--- src/rtl/crs_pkg.sv ---
package crs_pkg;

  typedef enum logic {
    PH_SETTLE = 1'b0,
    PH_RUN    = 1'b1
  } drdy_phase_e;

  // clocks from hold release to the first ready pulse
  function automatic int unsigned settle_len(int unsigned odr_div, int unsigned periods);
    return odr_div * periods;
  endfunction

  // increment that sticks at its limit
  function automatic int unsigned sat_step(int unsigned cur, int unsigned limit);
    return (cur >= limit) ? limit : cur + 1;
  endfunction

endpackage

--- src/rtl/crs_sync2.sv ---
module crs_sync2 #(
  parameter int   W       = 1,
  parameter logic RST_VAL = 1'b0
) (
  input  logic         clk,
  input  logic         arst_n,
  input  logic [W-1:0] d,
  output logic [W-1:0] q
);

  logic [W-1:0] meta_q;
  logic [W-1:0] stab_q;

  always_ff @(posedge clk or negedge arst_n) begin
    if (!arst_n) begin
      meta_q <= {W{RST_VAL}};
      stab_q <= {W{RST_VAL}};
    end else begin
      meta_q <= d;
      stab_q <= meta_q;
    end
  end

  assign q = stab_q;

endmodule

--- src/rtl/crs_run_detect.sv ---
module crs_run_detect import crs_pkg::*; #(
  parameter int RUN_LEN = 40
) (
  input  logic clk,
  input  logic arst_n,
  input  logic sclk_s,
  input  logic sdin_s,
  output logic trig_o
);

  localparam int CW = $clog2(RUN_LEN + 1);
  localparam logic [CW-1:0] LAST = CW'(RUN_LEN - 1);

  logic          sclk_d;
  logic [CW-1:0] ones_q;
  logic          bit_edge;
  logic          zero_bit;
  logic          run_done;

  assign bit_edge = sclk_s & ~sclk_d;
  assign zero_bit = bit_edge & ~sdin_s;
  assign run_done = bit_edge & sdin_s & (ones_q == LAST);

  always_ff @(posedge clk or negedge arst_n) begin
    if (!arst_n) begin
      sclk_d <= 1'b0;
      ones_q <= '0;
    end else begin
      sclk_d <= sclk_s;
      if (zero_bit)
        ones_q <= '0;
      else if (bit_edge)
        ones_q <= CW'(sat_step(32'(ones_q), RUN_LEN));
    end
  end

  assign trig_o = run_done;

  // a zero bit empties the count
  a_r2_zero_clears: assert property (@(posedge clk) disable iff (!arst_n)
    zero_bit |=> (ones_q == '0));

  // the count never passes the run length
  a_r2_count_capped: assert property (@(posedge clk) disable iff (!arst_n)
    ones_q <= CW'(RUN_LEN));

endmodule

--- src/rtl/crs_sync_hold.sv ---
module crs_sync_hold import crs_pkg::*; #(
  parameter int MIN_LOW = 4
) (
  input  logic clk,
  input  logic arst_n,
  input  logic sync_s,
  input  logic force_i,
  output logic hold_o
);

  localparam int LW = $clog2(MIN_LOW + 1);
  localparam logic [LW-1:0] QUAL = LW'(MIN_LOW);

  logic [LW-1:0] low_q;
  logic          sync_qual;
  logic          hold_req;
  logic          hold_q;

  always_ff @(posedge clk or negedge arst_n) begin
    if (!arst_n)
      low_q <= '0;
    else if (sync_s)
      low_q <= '0;
    else
      low_q <= LW'(sat_step(32'(low_q), MIN_LOW));
  end

  assign sync_qual = (low_q == QUAL);
  assign hold_req  = force_i | sync_qual;

  // the release lands on the falling edge after the request drops
  always_ff @(negedge clk or negedge arst_n) begin
    if (!arst_n)
      hold_q <= 1'b1;
    else
      hold_q <= hold_req;
  end

  assign hold_o = hold_q;

  // a qualified low only exists after the pin was seen low
  a_r6_qual_after_low: assert property (@(posedge clk) disable iff (!arst_n)
    sync_qual |-> !$past(sync_s));

endmodule

--- src/rtl/crs_drdy_timer.sv ---
module crs_drdy_timer import crs_pkg::*; #(
  parameter int ODR_DIV    = 16,
  parameter int SETTLE_PER = 4
) (
  input  logic clk,
  input  logic arst_n,
  input  logic hold_i,
  output logic drdy_o
);

  localparam int SETTLE_CYC = settle_len(ODR_DIV, SETTLE_PER);
  localparam int DW = $clog2(SETTLE_CYC + 1);
  localparam logic [DW-1:0] SET_LAST = DW'(SETTLE_CYC - 1);
  localparam logic [DW-1:0] ODR_LAST = DW'(ODR_DIV - 1);

  drdy_phase_e   phase_q;
  logic [DW-1:0] cnt_q;
  logic          drdy_q;
  logic          period_end;

  assign period_end = (cnt_q == ((phase_q == PH_SETTLE) ? SET_LAST : ODR_LAST));

  always_ff @(posedge clk or negedge arst_n) begin
    if (!arst_n) begin
      phase_q <= PH_SETTLE;
      cnt_q   <= '0;
      drdy_q  <= 1'b0;
    end else if (hold_i) begin
      phase_q <= PH_SETTLE;
      cnt_q   <= '0;
      drdy_q  <= 1'b0;
    end else begin
      drdy_q <= period_end;
      if (period_end) begin
        cnt_q   <= '0;
        phase_q <= PH_RUN;
      end else begin
        cnt_q <= cnt_q + DW'(1);
      end
    end
  end

  assign drdy_o = drdy_q;

  // each ready pulse lasts a single clock
  a_r8_single_pulse: assert property (@(posedge clk) disable iff (!arst_n)
    (ODR_DIV > 1 && drdy_q) |=> !drdy_q);

endmodule

--- src/rtl/conv_reset_sync_ctrl.sv ---
module conv_reset_sync_ctrl import crs_pkg::*; #(
  parameter int RUN_LEN    = 40,
  parameter int MIN_LOW    = 4,
  parameter int BLOCK_CYC  = 2458,
  parameter int ODR_DIV    = 16,
  parameter int SETTLE_PER = 4
) (
  input  logic mclk,
  input  logic por_n,
  input  logic sclk,
  input  logic sdin,
  input  logic sync_n,
  input  logic frame_req,
  output logic reg_rst,
  output logic filt_hold,
  output logic acc_blocked,
  output logic frame_ok,
  output logic drdy
);

  localparam int BW = $clog2(BLOCK_CYC + 1);
  localparam logic [BW-1:0] BLK_LOAD = BW'(BLOCK_CYC);

  logic [1:0]    ser_s;
  logic          sync_s;
  logic          run_trig;
  logic          rst_q;
  logic [BW-1:0] blk_q;

  crs_sync2 #(.W(2), .RST_VAL(1'b0)) u_ser_sync (
    .clk    (mclk),
    .arst_n (por_n),
    .d      ({sclk, sdin}),
    .q      (ser_s)
  );

  crs_sync2 #(.W(1), .RST_VAL(1'b1)) u_pin_sync (
    .clk    (mclk),
    .arst_n (por_n),
    .d      (sync_n),
    .q      (sync_s)
  );

  crs_run_detect #(.RUN_LEN(RUN_LEN)) u_run (
    .clk    (mclk),
    .arst_n (por_n),
    .sclk_s (ser_s[1]),
    .sdin_s (ser_s[0]),
    .trig_o (run_trig)
  );

  // power-up reset and pattern reset share one strobe
  always_ff @(posedge mclk or negedge por_n) begin
    if (!por_n)
      rst_q <= 1'b1;
    else
      rst_q <= run_trig;
  end

  always_ff @(posedge mclk or negedge por_n) begin
    if (!por_n)
      blk_q <= BLK_LOAD;
    else if (rst_q)
      blk_q <= BLK_LOAD;
    else if (blk_q != '0)
      blk_q <= blk_q - BW'(1);
  end

  crs_sync_hold #(.MIN_LOW(MIN_LOW)) u_hold (
    .clk     (mclk),
    .arst_n  (por_n),
    .sync_s  (sync_s),
    .force_i (rst_q),
    .hold_o  (filt_hold)
  );

  crs_drdy_timer #(.ODR_DIV(ODR_DIV), .SETTLE_PER(SETTLE_PER)) u_drdy (
    .clk    (mclk),
    .arst_n (por_n),
    .hold_i (filt_hold),
    .drdy_o (drdy)
  );

  assign reg_rst     = rst_q;
  assign acc_blocked = (blk_q != '0);
  assign frame_ok    = frame_req & ~acc_blocked;

  // a reset strobe always opens the blocked window
  a_r4_blocked_after_reset: assert property (@(posedge mclk) disable iff (!por_n)
    rst_q |=> acc_blocked);

  // a reset strobe silences data-ready through the hold
  a_r9_reset_quiets_drdy: assert property (@(posedge mclk) disable iff (!por_n)
    rst_q |-> ##2 !drdy);

endmodule

--- config.mk ---
export PLATFORM = sky130hd
export DESIGN_NAME = conv_reset_sync_ctrl
export DESIGN_NICKNAME = d
export VERILOG_FILES = /design/src/rtl/crs_pkg.sv /design/src/rtl/crs_sync2.sv /design/src/rtl/crs_run_detect.sv /design/src/rtl/crs_sync_hold.sv /design/src/rtl/crs_drdy_timer.sv /design/src/rtl/conv_reset_sync_ctrl.sv
export SDC_FILE = /design/constraint.sdc
export NUM_CORES = 1
export LEC_CHECK = 0
export CAP_MARGIN = 20
export CORE_MARGIN = 2
export CORE_UTILIZATION = 45
export DETAILED_ROUTE_END_ITERATION = 8
export PLACE_DENSITY = 0.59
export SETUP_SLACK_MARGIN = 0.1
export SYNTH_ARGS = -nofsm -noshare
export SYNTH_HDL_FRONTEND = slang
export SYNTH_SLANG_ARGS = --single-unit
--- constraint.sdc ---
create_clock -name mclk -period 3 [get_ports mclk]
set_clock_uncertainty 0.1 [all_clocks]
set_input_delay 0.45 -clock mclk [delete_from_list [all_inputs] [get_ports mclk]]
set_output_delay 0.45 -clock mclk [all_outputs]
set_load 0.02 [all_outputs]
### Word-level counts from Yosys, hierarchy flattened

Index checks and enable logic that the tools add are counted.

| word-level totals | value |
|---|---|
| flip-flop bits (word level) | 39 |
| output and inout bits | 5 |
| word-level logic and storage cells | 48 |

| cells by class | value |
|---|---|
| add/subtract/negate cells | 4 |
| order comparisons | 2 |
| equal/unequal tests | 3 |
| mux-type cells | 13 |
| bitwise operators | 9 |
| reduce and logical (&&, ||, !) cells | 4 |

Operators by type and width:

| cell | number |
|---|---|
| $mux W12 | 2 |
| $mux W6 | 4 |
| $mux W7 | 2 |
| $reduce_bool A12 Y1 | 1 |
| $sub A12 B1 Y12 const B | 1 |
| $add A7 B1 Y7 const B | 1 |
| $eq A7 B7 Y1 | 1 |
| $add A6 B1 Y6 const B | 1 |
| $eq A6 B6 Y1 const B | 1 |
| $ge A6 B6 Y1 const B | 1 |
| $mux W3 | 2 |
| $reduce_bool A2 Y1 | 3 |
| $and A1 B1 Y1 | 5 |
| $add A3 B1 Y3 const B | 1 |
| $eq A3 B3 Y1 const B | 1 |
| $ge A3 B3 Y1 const B | 1 |
| $mux W1 | 3 |
| $not A1 Y1 | 3 |
| $or A1 B1 Y1 | 1 |

### Longest topological paths before layout

| logic depth | value |
|---|---|
| depth in word-level cells | 4 |
| gate-level depth with buffers | 7 |
| gate-level depth less buffers | 6 |

### Hierarchy

From an unflattened synthesis, not the netlist that was laid out.

| unflattened totals | value |
|---|---|
| cell total of the unflattened synthesis | 162 |
| area total of the unflattened synthesis | 1836.8 um2 |

Modules (own cells, without submodules):

| module | times used | cells each | area each (um2) | sequential area each (um2) |
|---|---|---|---|---|
| conv_reset_sync_ctrl | 1 | 67 | 680.7 | 334.1 |
| crs_drdy_timer | 1 | 38 | 424.2 | 225.2 |
| crs_run_detect | 1 | 38 | 405.4 | 175.2 |
| crs_sync_hold | 1 | 13 | 173.9 | 101.3 |
| crs_sync2 at u_ser_sync | 1 | 4 | 100.1 | 100.1 |
| crs_sync2 at u_pin_sync | 1 | 2 | 52.6 | 52.6 |

==> impl_metrics.json <==
{
  "outcome": "finished with violations",
  "violations": "negative setup slack",
  "clock_latency_ns": 0.34,
  "max_stage_delay_ns": 0.52,
  "seq_area_frac_synth_pct": 56.19,
  "peakVddDrop_mv": 0.4771,
  "die_area_um2": 4426,
  "relSlewSlack_pct": 69.20,
  "row_count": 22,
  "synth_largest_area_cell": "dfrtp_1",
  "switching_share_pct": 26.59,
  "die_y_um": 66.53,
  "path_clk_slew_ns": 0.07,
  "crit_path_end_kind": "primary output",
  "synth_cell_type_count": 38,
  "drv_slew": 0,
  "first_iter_violations": 56,
  "die_w_um": 66.53,
  "p_clk_share_pct": 32.4,
  "seqCellArea_um2": 988.4,
  "path_buf_inv": 1,
  "netlist_instances": 168,
  "synth-async-reset-ratio_pct": 100.0,
  "wl_per_cell_um": 12.44,
  "tightest_slew_ns": 0.4620,
  "synth-edff-count": 0,
  "core-area_um2": 3716,
  "synth_area_leaders": "dfrtp_1, dfstp_2, ha_1",
  "grt_max_degree": 39,
  "synthFlopType": "dfrtp_1",
  "io_buffers": 10,
  "worstSetupPathType": "reg -> out",
  "place_congestion": 0.8006,
  "grt_pass1_wl_mm": 5.230,
  "clock-sinks": 39,
  "fin_hold_ws_ns": 0.1204,
  "drtAntennaViolNets": 0,
  "rsz0062_at_grt": "yes",
  "grt_pass1_vias": 1241,
  "cp-start-kind": "flop",
  "htree_levels": 2,
  "synth_nets": 181,
  "firstDrtPassIters": 4,
  "cts_tree": "done",
  "num-fill-cells": 334,
  "grt-ovfl-total": 0,
  "design_area_um2": 2041,
  "p_total_w": 0.001229,
  "worstPathRequired_ns": 2.45,
  "switchingPower_w": 0.0003267,
  "multi_input_area_um2": 716.9,
  "grtUsageTotal_pct": 16.04,
  "crit_path_max_fanout": 2,
  "vias": 1230,
  "worst_slack_ns": -0.02906,
  "clockBufferDepth": 2,
  "final_hold_viol_count": 0,
  "fin_nets": 199,
  "p_leak_nw": 0.9368,
  "cts_buffers": 5,
  "crit_chain": "buf_6",
  "antenna_cells": 0,
  "hp-class": "in -> async",
  "syn_to_final_growth_pct": 16.00,
  "ys_ff_latch": 39,
  "cts_root_buf": "clkbuf_8",
  "crit_arrival_ns": 2.48,
  "vias_per_cell": 5.234,
  "floorplan.initialDensity_pct": 47.34,
  "utilization_pct": 54.92,
  "finalWirelength_mm": 2.924,
  "final_layout_size_suffix_gt1_share_pct": 14.97,
  "synth_area_um2": 1759,
  "combPwrFrac_pct": 14.3,
  "dp_hpwl_mm": 2.059,
  "p_per_area_nw_per_um2": 602.1,
  "yosys.area.top_type_share_pct": 41.25,
  "syn_area_per_cell_um2": 10.47,
  "antenna_found_initial": 0,
  "power_frac_seq_pct": 53.3,
  "finalSetupViolCount": 1,
  "yosys_warnings": 0,
  "critPathSlowestCell": "dfstp_2",
  "drv_cap": 0,
  "setup_tns_ns": -0.02906,
  "dpl_cell_area_um2": 1931,
  "power.internal_w": 0.0009021,
  "drc": 0,
  "pin_count": 11,
  "crit_family": "flip-flops"
}
-- sequential cells by signal, summed over array words and instances, names as in the netlist --
name	count
u_run.sclk_d	1
u_run.ones_q	6
blk_q	12
u_ser_sync.q	2
u_pin_sync.meta_q	1
u_drdy.phase_q	1
u_drdy.cnt_q	7
u_hold.hold_o	1
reg_rst	1
u_ser_sync.meta_q	2
u_hold.low_q	3
u_drdy.drdy_o	1
u_pin_sync.q	1
-- worst paths after layout --
kind,start,endpoint,slack (ns),depth (start not counted)
max in group asynchronous,por_n,u_hold.hold_o$_DFF_NN1_,1.32,1
hold reg to reg,u_ser_sync.meta_q[1]$_DFF_PN0_,u_ser_sync.q[1]$_DFF_PN0_,0.25,0
setup / recovery,u_hold.hold_o$_DFF_NN1_,filt_hold,-0.03,1
hold / removal,por_n,u_drdy.cnt_q[2]$_DFF_PN0_,0.12,2
min in group mclk,u_ser_sync.meta_q[1]$_DFF_PN0_,u_ser_sync.q[1]$_DFF_PN0_,0.25,0
setup reg to reg,u_hold.hold_o$_DFF_NN1_,u_drdy.cnt_q[4]$_DFF_PN0_,0.32,3
-- power by group through the flow --
stage	sequential (W)	clock, W	combinational [W]
2_1_floorplan	0.000654	0.00000417	0.000134
3_5_place_dp	0.000665	0.00000417	0.000179
4_1_cts	0.000655	0.000420	0.000181
6_report	0.000655	0.000398	0.000176
5_1_grt	0.000667	0.000441	0.000214
3_3_place_gp	0.000663	0.00000417	0.000171
-- logic make-up after synthesis --
group | after synthesis | share of synthesized area [%]
multiplexers | 2 | 1.138
flip-flops | 39 | 56.19
adder cells (fa/ha/maj) | 7 | 4.978
XOR/XNOR | 5 | 2.490
buffers and inverters | 15 | 3.342
AND/OR/NAND/NOR | 68 | 20.77
AO/OA/AOI/OAI | 32 | 11.09
-- repair_timing --
| action | in CTS | in global routing |
|---|---|---|
| setup endpoints to repair | 1 | 2 |
| setup buffers | 0 | 0 |
| hold buffers | 0 | 0 |
| gates resized for setup | 6 | 1 |
-- per-layer routing --
layer | up-vias | GRT usage [%] | share of wire (%)
li1 | 613 | - | -
met1 | 589 | 18.33 | 45
met2 | 21 | 27.25 | 49
met3 | 7 | 4.561 | 3.5
met4 | 0 | 8.163 | 2.5
met5 | - | 0 | 0
-- per-stage QoR --
stage | setup slack [ns] | cells
finish | -0.02906 | 235
detailed placement | -0.1490 | 227
global route | -0.07657 | 235
floorplan | 0.3356 | 168
global placement | -0.1505 | 227
CTS | -0.04512 | 235
-- placed cells by master (no fill, tap or decap), drive strengths merged, types with 5 or more instances in the layout --
master / Yosys / final
dfrtp: 29 / 29
ha: 7 / 7
clkbuf: 1 / 7
or3: 5 / 5
buf: 2 / 6
inv: 12 / 13
dfstp: 10 / 10
a21oi: 11 / 11
o21ai: 7 / 7
nor2: 21 / 21
nand2: 7 / 7
nand2b: 5 / 5
nand3: 7 / 7
clkdlybuf4s50: 0 / 8
-- worst register-to-register path, delay by kind of cell (launching register included) --
kind	cells	cell delay (ns)
AND/OR/NAND/NOR	1	0.08
flip-flops	1	0.52
AO/OA/AOI/OAI	1	0.20
buffers and inverters	1	0.11
-- cell usage after synthesis (all sizes together), types with 4 or more instances --
cell / count
o21ai: 7
or3: 5
nor2: 21
o31ai: 4
nand2: 7
ha: 7
nor4: 4
nand3: 7
nor3: 4
dfrtp: 29
nand2b: 5
inv: 12
a21oi: 11
dfstp: 10
-- layout make-up --
class	count	area share, %
multi-input combinational	114	35.13
inverter	11	2.023
clock inverter	2	0.4905
timing repair buffer	14	6.193
sequential	39	48.44
tap	48	2.943
clock buffer	7	4.782
Note: power is estimated with default switching activity, not from simulation.
